`src/rtl/alsu_pkg.sv`:
```
package alsu_pkg;

  typedef enum logic [1:0] {
    GRP_ARITH = 2'b00,
    GRP_LOGIC = 2'b01,
    GRP_SHR   = 2'b10,
    GRP_SHL   = 2'b11
  } grp_e;

  typedef enum logic [1:0] {
    YSEL_B    = 2'b00,
    YSEL_NB   = 2'b01,
    YSEL_ZERO = 2'b10,
    YSEL_ONES = 2'b11
  } ysel_e;

  typedef enum logic [1:0] {
    LOP_XOR = 2'b00,
    LOP_OR  = 2'b01,
    LOP_AND = 2'b10,
    LOP_NOT = 2'b11
  } lop_e;

endpackage

```
`src/rtl/alsu_arith.sv`:
```
module alsu_arith
  import alsu_pkg::*;
#(
  parameter int WIDTH = 8
) (
  input  logic [WIDTH-1:0] a_i,
  input  logic [WIDTH-1:0] b_i,
  input  logic             cin_i,
  input  logic [1:0]       op_i,
  output logic [WIDTH-1:0] sum_o,
  output logic [WIDTH-1:0] y_o,
  output logic             cout_o,
  output logic             ovf_o
);

  localparam int MSB = WIDTH - 1;

  logic [WIDTH:0]   carry;
  logic [WIDTH-1:0] y;

  assign carry[0] = cin_i;

  for (genvar i = 0; i < WIDTH; i++) begin : g_slice
    // per-bit operand preconditioning
    always_comb begin
      unique case (ysel_e'(op_i))
        YSEL_B:    y[i] = b_i[i];
        YSEL_NB:   y[i] = ~b_i[i];
        YSEL_ZERO: y[i] = 1'b0;
        default:   y[i] = 1'b1;
      endcase
    end
    // full adder
    assign sum_o[i]   = a_i[i] ^ y[i] ^ carry[i];
    assign carry[i+1] = (a_i[i] & y[i]) | ((a_i[i] ^ y[i]) & carry[i]);
  end

  assign y_o    = y;
  assign cout_o = carry[WIDTH];
  assign ovf_o  = carry[WIDTH] ^ carry[MSB];

  // ripple chain against a behavioural sum
  always_comb begin
    a_r1_ripple_sum: assert ({cout_o, sum_o} == ({1'b0, a_i} + {1'b0, y} + {{WIDTH{1'b0}}, cin_i}))
      else $error("ripple sum mismatch");
    a_r5_ovf_sign_rule: assert (ovf_o == ((a_i[MSB] == y[MSB]) && (sum_o[MSB] != a_i[MSB])))
      else $error("overflow disagrees with sign rule");
    if (ysel_e'(op_i) == YSEL_ZERO) begin
      a_r3_zero_operand: assert (y == '0) else $error("zero operand not zero");
    end
  end

endmodule

```
`src/rtl/alsu_logic.sv`:
```
module alsu_logic
  import alsu_pkg::*;
#(
  parameter int WIDTH = 8
) (
  input  logic [WIDTH-1:0] a_i,
  input  logic [WIDTH-1:0] b_i,
  input  logic [1:0]       op_i,
  output logic [WIDTH-1:0] res_o
);

  for (genvar i = 0; i < WIDTH; i++) begin : g_bit
    always_comb begin
      unique case (lop_e'(op_i))
        LOP_XOR: res_o[i] = a_i[i] ^ b_i[i];
        LOP_OR:  res_o[i] = a_i[i] | b_i[i];
        LOP_AND: res_o[i] = a_i[i] & b_i[i];
        default: res_o[i] = ~a_i[i];
      endcase
    end
  end

  always_comb begin
    if (lop_e'(op_i) == LOP_NOT) begin
      a_r6_not_ignores_b: assert ((res_o & a_i) == '0 && (res_o | a_i) == '1)
        else $error("complement path wrong");
    end
    if (lop_e'(op_i) == LOP_AND) begin
      a_r6_and_subset: assert ((res_o & ~a_i) == '0 && (res_o & ~b_i) == '0)
        else $error("and path sets a bit outside operands");
    end
  end

endmodule

```
`src/rtl/alsu_shift.sv`:
```
module alsu_shift #(
  parameter int WIDTH = 8
) (
  input  logic [WIDTH-1:0] a_i,
  input  logic             sr_fill_i,
  input  logic             sl_fill_i,
  output logic [WIDTH-1:0] shr_o,
  output logic [WIDTH-1:0] shl_o
);

  localparam int MSB = WIDTH - 1;

  for (genvar i = 0; i < WIDTH; i++) begin : g_bit
    if (i == MSB) begin : g_top
      assign shr_o[i] = sr_fill_i;
    end else begin : g_mid_r
      assign shr_o[i] = a_i[i+1];
    end
    if (i == 0) begin : g_bot
      assign shl_o[i] = sl_fill_i;
    end else begin : g_mid_l
      assign shl_o[i] = a_i[i-1];
    end
  end

  always_comb begin
    a_r7_shr_arith: assert (shr_o == ((a_i >> 1) | ({{MSB{1'b0}}, sr_fill_i} << MSB)))
      else $error("right shift wrong");
    a_r8_shl_arith: assert (shl_o == ((a_i << 1) | {{MSB{1'b0}}, sl_fill_i}))
      else $error("left shift wrong");
  end

endmodule

```
`src/rtl/alsu_unit.sv`:
```
module alsu_unit
  import alsu_pkg::*;
#(
  parameter int WIDTH = 8
) (
  input  logic [WIDTH-1:0] a_i,
  input  logic [WIDTH-1:0] b_i,
  input  logic             cin_i,
  input  logic [3:0]       sel_i,
  input  logic             sr_fill_i,
  input  logic             sl_fill_i,
  output logic [WIDTH-1:0] res_o,
  output logic             cout_o,
  output logic             ovf_o
);

  localparam int MSB = WIDTH - 1;

  grp_e             grp;
  logic [WIDTH-1:0] arith_res, arith_y, logic_res, shr_res, shl_res;
  logic             arith_cout, arith_ovf;

  assign grp = grp_e'(sel_i[3:2]);

  alsu_arith #(.WIDTH(WIDTH)) u_arith (
    .a_i   (a_i),
    .b_i   (b_i),
    .cin_i (cin_i),
    .op_i  (sel_i[1:0]),
    .sum_o (arith_res),
    .y_o   (arith_y),
    .cout_o(arith_cout),
    .ovf_o (arith_ovf)
  );

  alsu_logic #(.WIDTH(WIDTH)) u_logic (
    .a_i  (a_i),
    .b_i  (b_i),
    .op_i (sel_i[1:0]),
    .res_o(logic_res)
  );

  alsu_shift #(.WIDTH(WIDTH)) u_shift (
    .a_i      (a_i),
    .sr_fill_i(sr_fill_i),
    .sl_fill_i(sl_fill_i),
    .shr_o    (shr_res),
    .shl_o    (shl_res)
  );

  // group select; flags only leave in the arithmetic group
  always_comb begin
    unique case (grp)
      GRP_ARITH: res_o = arith_res;
      GRP_LOGIC: res_o = logic_res;
      GRP_SHR:   res_o = shr_res;
      default:   res_o = shl_res;
    endcase
  end

  assign cout_o = (grp == GRP_ARITH) & arith_cout;
  assign ovf_o  = (grp == GRP_ARITH) & arith_ovf;

  always_comb begin
    if (grp == GRP_ARITH) begin
      a_r5_top_ovf: assert (!ovf_o || (a_i[MSB] == arith_y[MSB] && res_o[MSB] != a_i[MSB]))
        else $error("overflow raised without sign reversal");
    end else begin
      a_r9_flags_quiet: assert (!cout_o && !ovf_o) else $error("flags leak outside arithmetic");
    end
    if (grp == GRP_SHR) begin
      a_r7_top_fill: assert (res_o[MSB] == sr_fill_i && res_o[MSB-1:0] == a_i[MSB:1])
        else $error("right shift output wrong");
    end
    if (grp == GRP_SHL) begin
      a_r8_bot_fill: assert (res_o[0] == sl_fill_i && res_o[MSB:1] == a_i[MSB-1:0])
        else $error("left shift output wrong");
    end
  end

endmodule

```
`config.mk`:
```
export PLATFORM = sky130hd
export DESIGN_NAME = alsu_unit
export DESIGN_NICKNAME = d
export VERILOG_FILES = /design/src/rtl/alsu_pkg.sv /design/src/rtl/alsu_arith.sv /design/src/rtl/alsu_logic.sv /design/src/rtl/alsu_shift.sv /design/src/rtl/alsu_unit.sv
export SDC_FILE = /design/constraint.sdc
export NUM_CORES = 1
export LEC_CHECK = 0
export ABC_CLOCK_PERIOD_IN_PS = 6220
export BUFFER_PORTS_ARGS = -buffer_cell sky130_fd_sc_hd__buf_4
export CAP_MARGIN = 10
export CORE_ASPECT_RATIO = 0.8
export CORE_MARGIN = 3
export CORE_UTILIZATION = 45
export DETAILED_ROUTE_END_ITERATION = 10
export PLACE_DENSITY_LB_ADDON = 0.3
export SLEW_MARGIN = 30
export SYNTH_ARGS = -nofsm -noshare
export SYNTH_HDL_FRONTEND = slang
export SYNTH_SLANG_ARGS = --single-unit
```
`constraint.sdc`:
```
create_clock -name vclk -period 6.22
set_input_delay 1.244 -clock vclk [all_inputs]
set_output_delay 1.244 -clock vclk [all_outputs]
set_load 0.01 [all_outputs]
```
Word level (Yosys, flattened, before mapping)
Index checks and enable logic that the tools add are counted.
{ "word_totals": {"register_bits": 0, "latchBits": 0, "ramBits": 0, "mem_bits_ro": 0, "in_bits": 23, "mem_count": 0} }
{ "op_classes": {"add_sub_neg": 0, "mul": 0, "div": 0, "order_cmp": 0, "n_eq_ne": 4, "n_shift": 0, "mux": 17, "n_bitwise": 83, "reduce_logical": 2} }
{ "op_table": {"columns": ["operator", "count"], "rows": [
  ["case mux 1 bit (3 select lines)", 16],
  ["AND 1 bit", 26],
  ["XOR 1 bit", 25],
  ["case mux 8 bit (3 select lines)", 1],
  ["inverter 1 bit", 16],
  ["OR 1 bit", 16],
  ["equality test 2 x 1 -> 1 bit (second input constant)", 2],
  ["equality test 2 bit (second input constant)", 2],
  ["zero test 2 bit", 2]
]} }

Longest topological paths before layout
Gate-level depths: netlist of run 1.
{ "logic_depth": {"depth_word": 21, "depth_mapped": 15} }

Modules after synthesis
Synthesis of run 1 repeated with hierarchy kept, for this count alone.
{ "hier_totals": {"hier_cells": 125, "hier_area_um2": 1280.0} }
{ "modules_own_cells": {"columns": ["module", "instances", "cells_per_inst", "area_each_um2", "seq_area_each_um2"], "rows": [
  ["alsu_logic", 1, 50, 493.0, 0.0],
  ["alsu_arith", 1, 47, 455.4, 0.0],
  ["alsu_unit", 1, 12, 211.5, 0.0],
  ["alsu_shift", 1, 16, 120.1, 0.0]
]} }

Least setup slack after synthesis of run 1
Ideal clock, no wire load.
{ "synth_path": {"kind": "input port to output port", "startpoint": "input sel_i[1]", "endpoint": "output res_o[7]", "t_arrival_ns": 5.103, "path_slack_ns": -0.127, "cell_stages": 15, "n_path_buf": 2, "cell_sequence": "buf_6 > buf_2 > nor2_1 > xnor2_1 > fa_1 > inv_1 > fa_1 > fa_1 > fa_1 > fa_1 > fa_1 > fa_1 > fa_1 > a222oi_1 > o21ai_1"} }
{ "synth_between": {"elab_chain_cells": 19, "elab_cells_between_ends": 43, "classes_between": "eq/ne (2); mux (10); bitwise (30); reduce/logical (1)"} }
{ "synth_lines": {"columns": ["element", "line_no", "text"], "rows": [
  ["start, declared", "alsu_unit.sv:9", "input logic [3:0] sel_i,"],
  ["equality test 2 bit, or another cell as far along", null, null],
  ["case mux 1 bit (3 select lines)", "alsu_arith.sv:26", "unique case (ysel_e'(op_i))"],
  ["XOR 1 bit", "alsu_arith.sv:35", "assign carry[i+1] = (a_i[i] & y[i]) | ((a_i[i] ^ y[i]) & carry[i]);"],
  ["AND 1 bit", "alsu_arith.sv:35", null],
  ["OR 1 bit", "alsu_arith.sv:35", null],
  ["AND 1 bit", "alsu_arith.sv:35", null],
  ["OR 1 bit", "alsu_arith.sv:35", null],
  ["AND 1 bit", "alsu_arith.sv:35", null],
  ["(+3 left out)", null, null],
  ["AND 1 bit", "alsu_arith.sv:35", null],
  ["OR 1 bit", "alsu_arith.sv:35", null],
  ["AND 1 bit", "alsu_arith.sv:35", null],
  ["OR 1 bit", "alsu_arith.sv:35", null],
  ["AND 1 bit", "alsu_arith.sv:35", null],
  ["OR 1 bit", "alsu_arith.sv:35", null],
  ["XOR 1 bit", "alsu_arith.sv:34", "assign sum_o[i] = a_i[i] ^ y[i] ^ carry[i];"],
  ["case mux 8 bit (3 select lines) (*)", "alsu_unit.sv:53", "unique case (grp)"],
  ["end, declared", "alsu_unit.sv:12", "output logic [WIDTH-1:0] res_o,"]
]} }
Mark *: on every way between the ends. The rest lies on a longest branch, timed or not.

Worst setup path in the final report of run 1
Ends and elaborated chain as after synthesis.

==> reports/metrics.yaml, run 1 <==
synthesis:
  synthDistinctLibCells: 15
  synth-seq-area-share: 0
  ys.warnings.count: 0
  synthCells: 111
  synth_compound_area_frac: 0.123
  synth_xor_area_frac: 0.0788
  synthSimpleGateAreaFrac: 0.0814
  synth.cell_area_um2: 1000
  synthTopCellsByArea: "ha_1 (20%), mux4_2 (18%), fa_1 (16%)"
  synth_top_area_frac: 0.200
  muxShareOfSynthArea: 0.180
  synth_top_family_by_area: "adder cells"
  synth_fp_nets: 158
  yosys.area_share.adder: 0.360
  synth_top_area_cell: "ha_1"
  syn_area_per_cell_um2: 9.01
drt:
  drt_iter0_drc: 39
  drc_errors: 0
  ant_nets: 0
  drt-total-wl_um: 2360
  drt-wirelength-per-cell_um: 14.2
  viasPerCell: 5.38
  drt-pass1-iter-count: 6
  vias: 899
floorplanning:
  start_util: 0.501
  core_area_um2: 2000
  rows: 14
  die-area_um2: 2830
  die_w_um: 58.7
  ios: 33
  fp.dieH_um: 48.2
critical_path:
  path_buf_inv: 3
  crit_path_top_delay_cell: "fa_1"
  cp_top_family: "adder cells"
  max_stage_delay_ps: 430
  worstSetupEndpointType: "output port"
  crit_top_cell: "fa_2"
  crit_fanout: 3
  crit_chain: "buf_4 -> nor2_4 -> xnor2_2 -> fa_1 -> inv_1 -> fa_2 -> fa_2 -> fa_2 -> fa_2 -> fa_2 -> fa_2 -> fa_1 -> a222oi_1 -> o21ai_1 -> buf_4"
  cp.required_ps: 4980
  start_kind: "input pin"
  path_class: "in -> out"
  crit_arrival_ps: 4890
power:
  power.density_nw_per_um2: 87.3
  cellLeakagePower_nw: 0.663
  finalPower_mw: 0.114
  peakVddDrop_v: 0.0000514
placed_design:
  gp_congestion: 0.846
  portBuffers: 33
  dpl.hpwl_um: 2020
  dpl_cell_area_um2: 1290
  dp_slack_ps: -118
finish:
  fin_area_um2: 1310
  num_antenna_cells: 0
  finalNetCount: 192
  clkbuf_count: 0
  seq_cells: 0
  final_core_util: 0.655
  drive_gt1_frac: 0.385
  seqCellArea_um2: 0
  area_delta_synth_final_pct: 30.9
timing:
  finalSetupViolCount: 0
  fmax_mhz: 163
  relSlewSlack: 0.597
  fin_setup_tns_ps: 0
  fin_ws_ps: 86.8
  min_period_ps: 6130
  hold_viol: 0
  maxSlewViolCount: 0
  period_share: 0.986
  worst_pin_slew_ps: 603
grt:
  grt_max_degree: 15
  grt_pass1_wl_um: 3900
  grt-ovfl-total: 0
  grt_use_total: 0.177
  antenna_found_initial: 0
  grt_pass1_vias: 863
status:
  status: "finished, final reports clean"
job:
  maxCapViolations: 0
clock_tree:
  post-cts-setup-buffers: 0
min_path:
  hold_class: "in -> out"
==> final cells by class <==
cell class,count,area (µm²)
Tap cell,24,30.0
Timing Repair Buffer,38,298
Fill cell,176,688
Multi-Input combinational cell,71,853
Inverter,34,128
==> cells in the mapped netlist <==
library cell	number
o21a_1	1
and2_1	2
buf_6	3
mux4_2	8
xnor2_1	9
inv_1	34
a222oi_1	8
ha_1	16
buf_2	3
nor3_1	1
nor2b_1	1
fa_1	8
nand2b_1	8
nor2_1	2
o21ai_1	7
==> power by group <==
part | internal [mW] | switching (mW)
registers | 0 | 0
clock network | 0 | 0
logic | 0.0614 | 0.0528
total | 0.0614 | 0.0528
==> final timing paths <==
kind | depth (start not counted) | startpoint | slack [ps] | end
max | 15 | sel_i[1] | 90 | res_o[7]
min | 3 | sel_i[2] | 2770 | ovf_o
==> cell usage in the layout, fill, tap and decap left out, types with 2 or more instances in the layout <==
cell,count
buf_4,37
inv_1,33
ha_1,16
mux4_2,8
nand2b_1,8
a222oi_1,8
xnor2_1,8
o21ai_1,7
fa_2,6
and2_1,2
fa_1,2
==> cell families after synthesis <==
group | Yosys count
xor+xnor | 9
mux | 8
compound gates | 16
fa+ha+maj | 24
simple gates | 14
buf+inv | 40
==> per-layer routing <==
metal  track usage  up-vias  share of wire
li1              -      431              -
met1         0.225      436           0.39
met2         0.370       30           0.56
met3             0        2          0.054
met4             0        0         0.0025
met5             0        -              0
==> metrics by stage <==
step / instances / hold WS (ps)
6_report: 167 / 2770
5_1_grt: 167 / 2790
4_1_cts: 167 / 2770
3_5_place_dp: 167 / 2770
3_3_place_gp: 167 / 2760
2_1_floorplan: 111 / 2540
==> what timing repair did <==
item	in CTS	in global routing
resized for setup	2	3
setup endpoints to repair	2	2
pin swaps	2	3
hold buffers	0	0
(Power assumes the default switching activity.)
==> run 2: changes to the inputs <==
SYNTH_HIERARCHICAL = 1   (was not set)
==> run 2 against run 1 <==
Net effect:
- the flow now finishes with violations (setup timing)
- combinational power is 14% higher
- wire length is 4.7% higher
- hold slack better by 100 ps
- die area is 19% higher
- first-iteration DRC count is 41% lower
- non-clock buffer count is 3 higher
- via count is 8.2% lower
- critical path type unchanged
- largest power group unchanged
==> reports/metrics.yaml, run 2 <==
drt:
  drt-total-wl_um: 2480  # +4.7%
  drc_errors: 0  # unchanged
  drt_iter0_drc: 23  # -41%
  viasPerCell: 4.74  # -12%
  drt-wirelength-per-cell_um: 14.2  # +0.48%
  drt-pass1-iter-count: 4  # -2
  vias: 825  # -8.2%
  ant_nets: 0  # unchanged
critical_path:
  worstSetupEndpointType: "output port"
  cp.required_ps: 4980  # about the same
  max_stage_delay_ps: 470  # +40 ps
  crit_chain: "buf_8 -> nand2b_4 -> xnor2_4 -> fa_2 -> inv_2 -> fa_2 -> fa_2 -> fa_2 -> fa_2 -> fa_2 -> fa_2 -> inv_2 -> fa_1 -> mux4_2 -> buf_6"
  crit_path_top_delay_cell: "mux4_2"
  crit_fanout: 3  # unchanged
  path_class: "in -> out"
  start_kind: "input pin"
  crit_arrival_ps: 5070  # +180 ps
  crit_top_cell: "fa_2"
min_path:
  hold_depth: 3  # unchanged
  min_to: "ovf_o"
  min_from: "sel_i[3]"
  hold_class: "in -> out"
floorplanning:
  ios: 33  # unchanged
  rows: 16  # +2
  start_util: 0.484  # -0.0170
  die_w_um: 64.2  # +9.4%
  core_area_um2: 2520  # +26%
  fp.dieH_um: 52.6  # +9.2%
  die-area_um2: 3380  # +19%
timing:
  relSlewSlack: 0.837  # +0.240
  hold_slack_ps: 2870  # +99.8 ps
  worst_pin_slew_ps: 243  # -359 ps
  min_period_ps: 6320  # +182 ps
  fmax_mhz: 158  # -2.9%
  hold_viol: 0  # unchanged
  finalSetupViolCount: 1  # +1
  period_share: 1.02  # +0.0292
  fin_ws_ps: -95.1  # -182 ps
  maxSlewViolCount: 0  # unchanged
  rsz0062_at_grt: "yes"
finish:
  clkbuf_count: 0  # unchanged
  finalNetCount: 187  # -2.6%
  seqCellArea_um2: 0  # unchanged
  final_core_util: 0.572  # -0.0835
  multi_input_area_um2: 936  # +9.7%
  fin_area_um2: 1440  # +10%
  final_cell_mix: "buf_4 (39), inv_1 (36), mux4_2 (16), ha_1 (16), fa_2 (7)"
  area_delta_synth_final_pct: 18.3
  layout_commonest_cell: "buf_4"
  seq_cells: 0  # unchanged
  nFillCells: 226  # +28%
  num_antenna_cells: 0  # unchanged
  drive_gt1_frac: 0.536  # +0.152
  final_cells: 174  # +4.2%
synthesis:
  synth.cell_area_um2: 1220  # +22%
  synth_fp_nets: 166  # +5.1%
  synthCells: 119  # +7.2%
  ys.warnings.count: 6  # +6
  syn_area_per_cell_um2: 10.3  # +14%
power:
  cellLeakagePower_nw: 0.730  # +10%
  switching_share: 0.425  # -0.0379
  power_frac_comb: 1.000  # about the same
  peakVddDrop_v: 0.0000466  # -9.4%
  seqPwrFrac: 0  # unchanged
  netSwitchingPower_mw: 0.0554  # +4.9%
  p_int_mw: 0.0751  # +22%
  clockPowerShare: 0  # unchanged
  power.density_nw_per_um2: 90.4  # +3.6%
placed_design:
  dp.cells: 174  # +4.2%
  dpl.hpwl_um: 2130  # +5.3%
  dpl_cell_area_um2: 1400  # +8.2%
  gp_congestion: 0.776  # -8.2%
  portBuffers: 33  # unchanged
grt:
  antenna_found_initial: 0  # unchanged
  grt_pass1_vias: 890  # +3.1%
  grt_max_degree: 14  # -1
  grt_pass1_wl_um: 4280  # +9.9%
  grt_use_total: 0.162  # -0.0154
  grt-ovfl-total: 0  # unchanged
status:
  status: "finished with violations"
  violations: "setup timing"
job:
  maxCapViolations: 0  # unchanged
clock_tree:
  holdBufCountCts: 0  # unchanged
  post-cts-setup-buffers: 0  # unchanged
-- run 2: cell count changes in the layout (fill, tap and decap cells not counted), sizes merged, moves of 3 or more --
| cell | previous run | this run |
|---|---|---|
| xor2 | 0 | 6 |
| o21ai | 7 | 0 |
| xnor2 | 9 | 3 |
| inv | 34 | 38 |
| mux4 | 8 | 16 |
| buf | 38 | 41 |
| a222oi | 8 | 0 |
-- run 2: layout make-up --
cell class / count / area share
inverters: 38 / 0.0989
repair buffers: 41 / 0.221
well taps: 36 / 0.0312
multi-input cells: 59 / 0.649
-- run 2: worst max-delay path: cells and delay by family --
family	cells	cell delay, ps
adders and majority gates	8	2720
muxes	1	470
buffers and inverters	4	350
and+or+nand+nor	1	150
xor gates and xnor gates	1	140
-- run 2: per-stage QoR --
stage	worst slack (ps)	setup TNS (ps)	power [mW]
after global placement	-163	-163	0.119
after floorplan	20.1	0	0.0854
final	-95.1	-95.1	0.130
after detailed placement	-362	-404	0.127
after global routing	-197	-197	0.144
after CTS	-254	-254	0.129
-- run 2: power groups by stage --
stage | sequential, mW | combinational (mW) | clock [mW]
6_report | 0 | 0.130 | 0
5_1_grt | 0 | 0.144 | 0
4_1_cts | 0 | 0.129 | 0
3_5_place_dp | 0 | 0.127 | 0
3_3_place_gp | 0 | 0.119 | 0
2_1_floorplan | 0 | 0.0854 | 0
-- run 2: timing repair --
action                     4_1_cts  5_1_grt
pin swaps                        0        0
setup endpoints to repair        3        3
cloned                           0        0
gates resized for setup          2       10
-- run 2: how the worst max path moves through the flow --
stage | startpoint | end | slack (ps) | depth (start not counted)
detailed placement | sel_i[1] | res_o[7] | -360 | 15
floorplan | sel_i[0] | res_o[7] | 20 | 14
CTS | sel_i[1] | res_o[7] | -250 | 15
global route | sel_i[1] | res_o[7] | -200 | 15
finish | sel_i[1] | res_o[7] | -100 | 15
global placement | sel_i[1] | res_o[7] | -160 | 15
-- run 2: routing by layer --
metal | GRT usage | part of all wire
met5 | 0 | 0
met4 | 0 | 0
met3 | 0.00215 | 0.032
met2 | 0.334 | 0.56
met1 | 0.201 | 0.40
